### src/rtl/line_lock_pkg.sv
package line_lock_pkg;

    typedef enum logic [0:0] {
        SW_IDLE = 1'b0,
        SW_RUN  = 1'b1
    } sweep_state_t;

    localparam int unsigned LOCK_TAG_BIT = 21;

    localparam logic REG_ENABLE = 1'b0;
    localparam logic REG_UNLOCK = 1'b1;

endpackage

### src/rtl/lk_regs.sv
module lk_regs
    import line_lock_pkg::*;
(
    input  logic        clk,
    input  logic        rst_n,
    input  logic        reg_wr,
    input  logic        reg_addr,
    input  logic [31:0] reg_wdata,
    input  logic        sweep_busy,
    output logic        lock_en,
    output logic        unlock_req,
    output logic [31:0] reg_rdata
);

    always_ff @(posedge clk or negedge rst_n) begin
        if (!rst_n) begin
            lock_en <= 1'b0;
        end else if (reg_wr && reg_addr == REG_ENABLE) begin
            lock_en <= reg_wdata[0];
        end
    end

    always_comb begin
        unlock_req = reg_wr && (reg_addr == REG_UNLOCK) && reg_wdata[0];
    end

    always_comb begin
        reg_rdata = '0;
        unique case (reg_addr)
            REG_ENABLE: reg_rdata[0] = lock_en;
            REG_UNLOCK: reg_rdata[0] = sweep_busy;
            default:    reg_rdata = '0;
        endcase
    end

    // a write to the enable register shows up on the next cycle
    p_enable_load_r1: assert property (@(posedge clk) disable iff (!rst_n)
        (reg_wr && reg_addr == REG_ENABLE) |=> (lock_en == $past(reg_wdata[0])));

endmodule

### src/rtl/lk_sweep_fsm.sv
module lk_sweep_fsm
    import line_lock_pkg::*;
#(
    parameter int unsigned NUM_SETS = 16,
    localparam int unsigned SET_W = (NUM_SETS > 1) ? $clog2(NUM_SETS) : 1
) (
    input  logic             clk,
    input  logic             rst_n,
    input  logic             unlock_req,
    output logic             busy,
    output logic             clr_valid,
    output logic [SET_W-1:0] clr_set
);

    localparam logic [SET_W-1:0] LAST_SET = SET_W'(NUM_SETS - 1);

    sweep_state_t     state_q, state_d;
    logic [SET_W-1:0] idx_q, idx_d;

    // state register
    always_ff @(posedge clk or negedge rst_n) begin
        if (!rst_n) begin
            state_q <= SW_IDLE;
            idx_q   <= '0;
        end else begin
            state_q <= state_d;
            idx_q   <= idx_d;
        end
    end

    // transitions: start, advance, finish
    always_comb begin
        state_d = state_q;
        idx_d   = idx_q;
        unique case (state_q)
            SW_IDLE: begin
                if (unlock_req) begin
                    state_d = SW_RUN;
                    idx_d   = '0;
                end
            end
            SW_RUN: begin
                if (idx_q == LAST_SET) begin
                    state_d = SW_IDLE;
                    idx_d   = '0;
                end else begin
                    idx_d = idx_q + 1'b1;
                end
            end
            default: state_d = SW_IDLE;
        endcase
    end

    // outputs
    always_comb begin
        busy      = 1'b0;
        clr_valid = 1'b0;
        clr_set   = idx_q;
        unique case (state_q)
            SW_IDLE: begin
                busy      = 1'b0;
                clr_valid = 1'b0;
            end
            SW_RUN: begin
                busy      = 1'b1;
                clr_valid = 1'b1;
            end
            default: busy = 1'b0;
        endcase
    end

    // every sweep begins at set 0
    p_start_zero_r7: assert property (@(posedge clk) disable iff (!rst_n)
        $rose(busy) |-> (clr_set == '0));

    // the sweep stops right after clearing the last set
    p_finish_r7: assert property (@(posedge clk) disable iff (!rst_n)
        (busy && clr_set == LAST_SET) |=> !busy);

    // an unlock request during a sweep does not restart it
    p_no_restart_r9: assert property (@(posedge clk) disable iff (!rst_n)
        (busy && unlock_req && clr_set != LAST_SET) |=>
            (busy && clr_set == $past(clr_set) + 1'b1));

endmodule

### src/rtl/lk_flag_array.sv
module lk_flag_array #(
    parameter int unsigned NUM_SETS = 16,
    parameter int unsigned NUM_WAYS = 4,
    localparam int unsigned SET_W = (NUM_SETS > 1) ? $clog2(NUM_SETS) : 1,
    localparam int unsigned WAY_W = (NUM_WAYS > 1) ? $clog2(NUM_WAYS) : 1
) (
    input  logic                clk,
    input  logic                rst_n,
    input  logic                clr_valid,
    input  logic [SET_W-1:0]    clr_set,
    input  logic                alloc_valid,
    input  logic [SET_W-1:0]    alloc_set,
    input  logic [WAY_W-1:0]    alloc_way,
    input  logic                alloc_lock,
    input  logic [SET_W-1:0]    query_set,
    output logic [NUM_WAYS-1:0] query_locked,
    output logic                query_all_locked
);

    logic [NUM_WAYS-1:0] flags_q [NUM_SETS];
    logic [NUM_SETS-1:0] set_full;

    // sweep clear first, then allocation, so a same-edge allocation survives
    always_ff @(posedge clk or negedge rst_n) begin
        if (!rst_n) begin
            for (int s = 0; s < NUM_SETS; s++) begin
                flags_q[s] <= '0;
            end
        end else begin
            if (clr_valid) begin
                flags_q[clr_set] <= '0;
            end
            if (alloc_valid) begin
                flags_q[alloc_set][alloc_way] <= alloc_lock;
            end
        end
    end

    generate
        for (genvar g = 0; g < NUM_SETS; g++) begin : g_full
            assign set_full[g] = &flags_q[g];
        end
    endgenerate

    always_comb begin
        query_locked     = flags_q[query_set];
        query_all_locked = set_full[query_set];
    end

    // checker copies of the previous cycle's writes
    logic                chk_alloc_v;
    logic [SET_W-1:0]    chk_alloc_set;
    logic [WAY_W-1:0]    chk_alloc_way;
    logic                chk_alloc_lock;
    logic                chk_clr_v;
    logic [SET_W-1:0]    chk_clr_set;

    always_ff @(posedge clk or negedge rst_n) begin
        if (!rst_n) begin
            chk_alloc_v    <= 1'b0;
            chk_alloc_set  <= '0;
            chk_alloc_way  <= '0;
            chk_alloc_lock <= 1'b0;
            chk_clr_v      <= 1'b0;
            chk_clr_set    <= '0;
        end else begin
            chk_alloc_v    <= alloc_valid;
            chk_alloc_set  <= alloc_set;
            chk_alloc_way  <= alloc_way;
            chk_alloc_lock <= alloc_lock;
            chk_clr_v      <= clr_valid && !(alloc_valid && alloc_set == clr_set);
            chk_clr_set    <= clr_set;
        end
    end

    // an allocated way holds the lock value it was written with
    p_alloc_flag_r2: assert property (@(posedge clk) disable iff (!rst_n)
        chk_alloc_v |-> (flags_q[chk_alloc_set][chk_alloc_way] == chk_alloc_lock));

    // a swept set with no competing allocation is empty afterwards
    p_sweep_clear_r7: assert property (@(posedge clk) disable iff (!rst_n)
        chk_clr_v |-> (flags_q[chk_clr_set] == '0));

endmodule

### src/rtl/line_lock_tracker.sv
module line_lock_tracker
    import line_lock_pkg::*;
#(
    parameter int unsigned NUM_SETS = 16,
    parameter int unsigned NUM_WAYS = 4,
    parameter int unsigned TAG_W    = 32,
    localparam int unsigned SET_W = (NUM_SETS > 1) ? $clog2(NUM_SETS) : 1,
    localparam int unsigned WAY_W = (NUM_WAYS > 1) ? $clog2(NUM_WAYS) : 1
) (
    input  logic                clk,
    input  logic                rst_n,
    input  logic                reg_wr,
    input  logic                reg_addr,
    input  logic [31:0]         reg_wdata,
    output logic [31:0]         reg_rdata,
    input  logic                alloc_valid,
    input  logic [SET_W-1:0]    alloc_set,
    input  logic [WAY_W-1:0]    alloc_way,
    input  logic [TAG_W-1:0]    alloc_tag_i,
    output logic [TAG_W-1:0]    tag_word_o,
    input  logic [SET_W-1:0]    query_set,
    output logic [NUM_WAYS-1:0] query_locked,
    output logic                query_no_victim
);

    localparam logic [TAG_W-1:0] LOCK_MASK = TAG_W'(1) << LOCK_TAG_BIT;

    logic             lock_en;
    logic             unlock_req;
    logic             sweep_busy;
    logic             clr_valid;
    logic [SET_W-1:0] clr_set;

    lk_regs u_regs (
        .clk        (clk),
        .rst_n      (rst_n),
        .reg_wr     (reg_wr),
        .reg_addr   (reg_addr),
        .reg_wdata  (reg_wdata),
        .sweep_busy (sweep_busy),
        .lock_en    (lock_en),
        .unlock_req (unlock_req),
        .reg_rdata  (reg_rdata)
    );

    lk_sweep_fsm #(
        .NUM_SETS (NUM_SETS)
    ) u_sweep (
        .clk        (clk),
        .rst_n      (rst_n),
        .unlock_req (unlock_req),
        .busy       (sweep_busy),
        .clr_valid  (clr_valid),
        .clr_set    (clr_set)
    );

    lk_flag_array #(
        .NUM_SETS (NUM_SETS),
        .NUM_WAYS (NUM_WAYS)
    ) u_flags (
        .clk              (clk),
        .rst_n            (rst_n),
        .clr_valid        (clr_valid),
        .clr_set          (clr_set),
        .alloc_valid      (alloc_valid),
        .alloc_set        (alloc_set),
        .alloc_way        (alloc_way),
        .alloc_lock       (lock_en),
        .query_set        (query_set),
        .query_locked     (query_locked),
        .query_all_locked (query_no_victim)
    );

    always_comb begin
        tag_word_o = (alloc_tag_i & ~LOCK_MASK) | (lock_en ? LOCK_MASK : '0);
    end

    // only the lock bit of the tag word may differ from the input tag
    p_tag_other_bits_r6: assert property (@(posedge clk) disable iff (!rst_n)
        $countones((tag_word_o ^ alloc_tag_i) & ~LOCK_MASK) == 0);

    // no-victim is raised only over a fully locked set
    p_no_victim_r5: assert property (@(posedge clk) disable iff (!rst_n)
        query_no_victim |-> ($countones(query_locked) == NUM_WAYS));

endmodule

### config.mk
export PLATFORM = sky130hd
export DESIGN_NAME = line_lock_tracker
export DESIGN_NICKNAME = d
export VERILOG_FILES = /design/src/rtl/line_lock_pkg.sv /design/src/rtl/lk_regs.sv /design/src/rtl/lk_sweep_fsm.sv /design/src/rtl/lk_flag_array.sv /design/src/rtl/line_lock_tracker.sv
export SDC_FILE = /design/constraint.sdc
export NUM_CORES = 1
export LEC_CHECK = 0
export ABC_AREA = 1
export BUFFER_PORTS_ARGS = -buffer_cell sky130_fd_sc_hd__buf_2
export CORE_MARGIN = 2
export CORE_UTILIZATION = 55
export CTS_BUF_LIST = sky130_fd_sc_hd__clkbuf_8
export CTS_CLUSTER_SIZE = 8
export DETAILED_ROUTE_END_ITERATION = 10
export PLACE_DENSITY = 0.85
export SYNTH_ARGS = -nofsm -noshare
export SYNTH_HDL_FRONTEND = slang
export SYNTH_SLANG_ARGS = --single-unit
### constraint.sdc
create_clock -name clk -period 2.85 [get_ports clk]
set_input_delay 0.285 -clock clk [delete_from_list [all_inputs] [get_ports clk]]
set_output_delay 0.285 -clock clk [all_outputs]
set_load 0.02 [all_outputs]
==> out/qor.csv <==
metric;value;unit
outcome;complete, no violations;
Switching Share;40.1;%
pwr/cell area;790;nW/um2
Clk pin slew, worst setup/hold paths;0.07;ns
final RePlAce weighted congestion;1.01;
min Tclk post-route;2.26;ns
crit-path cells;buf_2 -> inv_1 -> a21oi_1 -> o21ai_0 -> o211ai_1 -> nand3_1 -> nand2_1 -> buf_2;
worst IR drop on VDD;0.376;mV
syn_area_per_cell;6.87;um2
PostCTS Resize Cnt;0;
GRT Overall Usage;25.7;%
WL final;12100;um
worst r2r src;u_sweep.clr_set[1];
Seq/Total Area, Yosys;36.1;%
Comb power frac;34.7;%
Worst path depth;8;
CP delay by family, top;buffers and inverters;
post-synth top area share;36.1;%
Leakage;2.48;nW
fin nets;773;
TritonCTS buffer count;9;
internal power;2.31;mW
Post-Syn Area;4850;um2
worst hold path type;in -> reg;
clk sinks;70;
share of cells above drive strength 1;7.49;%
Rel. slew slack;39.3;%
DRT iter0 DRCs;454;
I/O Buffers;22;
CTS tree;yes;
initial antenna violation count;0;
core area;8640;um2
Ports;148;
M3 GR Usage;4.80;%
Ant. Diodes;0;
leading register cell type out of synthesis;dfrtp_1;
vias in the first global route;4290;
DRT Pass-1 Iters;6;
largest net degree at the start of global routing;43;
CP endpoint kind;output port;
Core Rows;34;
YS warnings;0;
fin. max-slew vios;0;
Worst-Skew Late Latency;0.35;ns
switching power;1.54;mW
top-count cell post-synth;nand2_1;
reg2reg setup slack;1.24;ns
max-cap viol count;0;
Root Driver;clkbuf_8;
final setup vio count;0;
Initial Utilization;56.2;%
ranking of synthesized cells by area;dfrtp_1, nand2_1, buf_4;
Via density;5.63;
max incr delay on CP;0.43;ns
clk_skew;0.0105;ns
WL per Instance;15.1;um
total die area;9590;um2
RSZ-0062 raised after global routing;no;
Remaining Overflow, GRT;0;
Yosys cell types;29;
Post-synth top cells;nand2_1, inv_1, o21ai_0, dfrtp_1, nor2_1;
clock power share;23.0;%
Area growth, synth to finish;0.413;%
FF-to-FF End;u_flags.flags_q[57];
Final Hold Fails;0;
Vias;4515;
critical path's slowest cell;inv_1;
most used cell along the critical path;buf_2;
sequential power share;42.4;%
Setup TNS Final;0;ns
first-pass GRT wire length;19900;um
fillers;809;
cell taking the most area after synthesis;dfrtp_1;
WP buf/inv;3;
Cells after Synth;706;
WP data arrival;1.97;ns
Die Wd;97.9;um
routing usage on met1;33.4;%
Die H;97.9;um
DP Wirelength;8610;um
Clock Path Buffers;2;
met2 Resource Use GR;41.9;%
busiest grt layer;met2;
Post-synth EDFFs;0;
worst setup path endpoint;query_locked[0];
Setup CP Type;in -> out;
Critical Path Source;query_set[1];
Crit Path Max Fanout;23;
fmax;0.443;GHz
Post-synth ARST share;100;%
Worst setup SP type;primary input;
H-tree levels;3;
Post-route DRC;0;
power consumption;3.85;mW
ratio of final minimum period to clock period;79.2;%
Worst-Margin Slew;0.908;ns
post-synthesis register bit count;70;
ANT nets after route;0;
Critical Path RT;2.57;ns
worst r2r path cells;7;
hold depth;3;
-- logic make-up after synthesis --
logic type | synth area share (%)
and+or+nand+nor | 26.0
buffers and inverters | 19.9
xor gates and xnor gates | 0.181
other | 0.0773
adders and majority gates | 1.29
DFF | 36.1
AOI/OAI and AO/OA | 16.5
-- worst min path at each step --
| stage | endpoint | slack, ns | startpoint |
|---|---|---|---|
| after floorplan | u_flags.flags_q[0] | -0.01 | rst_n |
| after global placement | u_flags.flags_q[21] | 0.27 | rst_n |
| after detailed placement | u_flags.flags_q[23] | 0.28 | rst_n |
| after CTS | u_regs.lock_en | 0.21 | reg_wdata[0] |
| after global routing | u_regs.lock_en | 0.25 | reg_wr |
| final | u_regs.lock_en | 0.21 | reg_wdata[0] |
-- power by group through the flow --
stage,registers (mW),logic [mW],clock network [mW]
2_1_floorplan,1.55,1.10,0
3_3_place_gp,1.62,1.24,0
3_5_place_dp,1.64,1.31,0
4_1_cts,1.62,1.32,0.888
5_1_grt,1.68,1.52,0.930
6_report,1.63,1.33,0.884
-- cell usage in the layout, fill, tap and decap left out --
| master | count |
|---|---|
| a211oi_1 | 2 |
| a21oi_1 | 21 |
| a31oi_1 | 8 |
| buf_2 | 22 |
| buf_4 | 6 |
| bufinv_16 | 2 |
| clkbuf_8 | 10 |
| clkinv_1 | 1 |
| clkinv_2 | 2 |
| conb_1 | 31 |
| dfrtp_1 | 70 |
| dlygate4sd3_1 | 1 |
| ha_1 | 5 |
| inv_1 | 94 |
| inv_2 | 2 |
| nand2_1 | 168 |
| nand2_2 | 2 |
| nand3_1 | 39 |
| nand3b_1 | 13 |
| nand4_1 | 1 |
| nor2_1 | 68 |
| nor3_1 | 1 |
| nor3_2 | 1 |
| nor3_4 | 3 |
| o211ai_1 | 6 |
| o21ai_0 | 92 |
| o21ai_1 | 16 |
| o21ai_2 | 2 |
| o22ai_1 | 3 |
| o31ai_1 | 1 |
| xnor2_1 | 1 |
-- timing repair --
item / CTS / global route
hold buffers: 1 / 0
buffers inserted: 0 / 0
endpoints found under the hold margin: 21 / 0
-- worst min-delay path, delay by kind of cell --
kind | cells | cell delay [ns]
buf+inv | 1 | 0.10
simple gates | 1 | 0.09
compound gates | 1 | 0.05
-- flip-flops by register name, summed over array words and instances (netlist names) --
register / cells
u_sweep.clr_set: 4
u_flags.flags_q: 64
u_sweep.state_q: 1
u_regs.lock_en: 1
-- per-layer routing --
layer  part of all wire (%)  wire length (um)
met5                      0                 0
met4                    2.9               352
met3                    9.5              1150
met2                     47              5730
met1                     40              4900
-- metrics by stage --
| step | cells | utilization, % | setup slack, ns | area [um2] | hold slack (ns) |
|---|---|---|---|---|---|
| finish | 802 | 56.4 | 0.592 | 4870 | 0.209 |
| global route | 802 | 56.4 | 0.512 | 4870 | 0.247 |
| CTS | 802 | 56.4 | 0.688 | 4870 | 0.208 |
| detailed placement | 785 | 53.8 | 0.687 | 4650 | 0.279 |
| global placement | 785 | 53.8 | 0.725 | 4650 | 0.273 |
| floorplan | 736 | - | 1.29 | 4960 | -0.0106 |
-- layout make-up --
| cell class | count | area [um2] | area share, % |
|---|---|---|---|
| multi-input cells | 484 | 2250 | 46.1 |
| repair buffers | 29 | 165 | 3.39 |
| clock buffers | 10 | 138 | 2.82 |
| flip-flops and latches | 70 | 1750 | 36.0 |
| clock inverters | 6 | 77.6 | 1.59 |
| well taps | 108 | 135 | 2.77 |
| inverters | 95 | 357 | 7.32 |
Note: power is estimated with default switching activity, not from simulation.
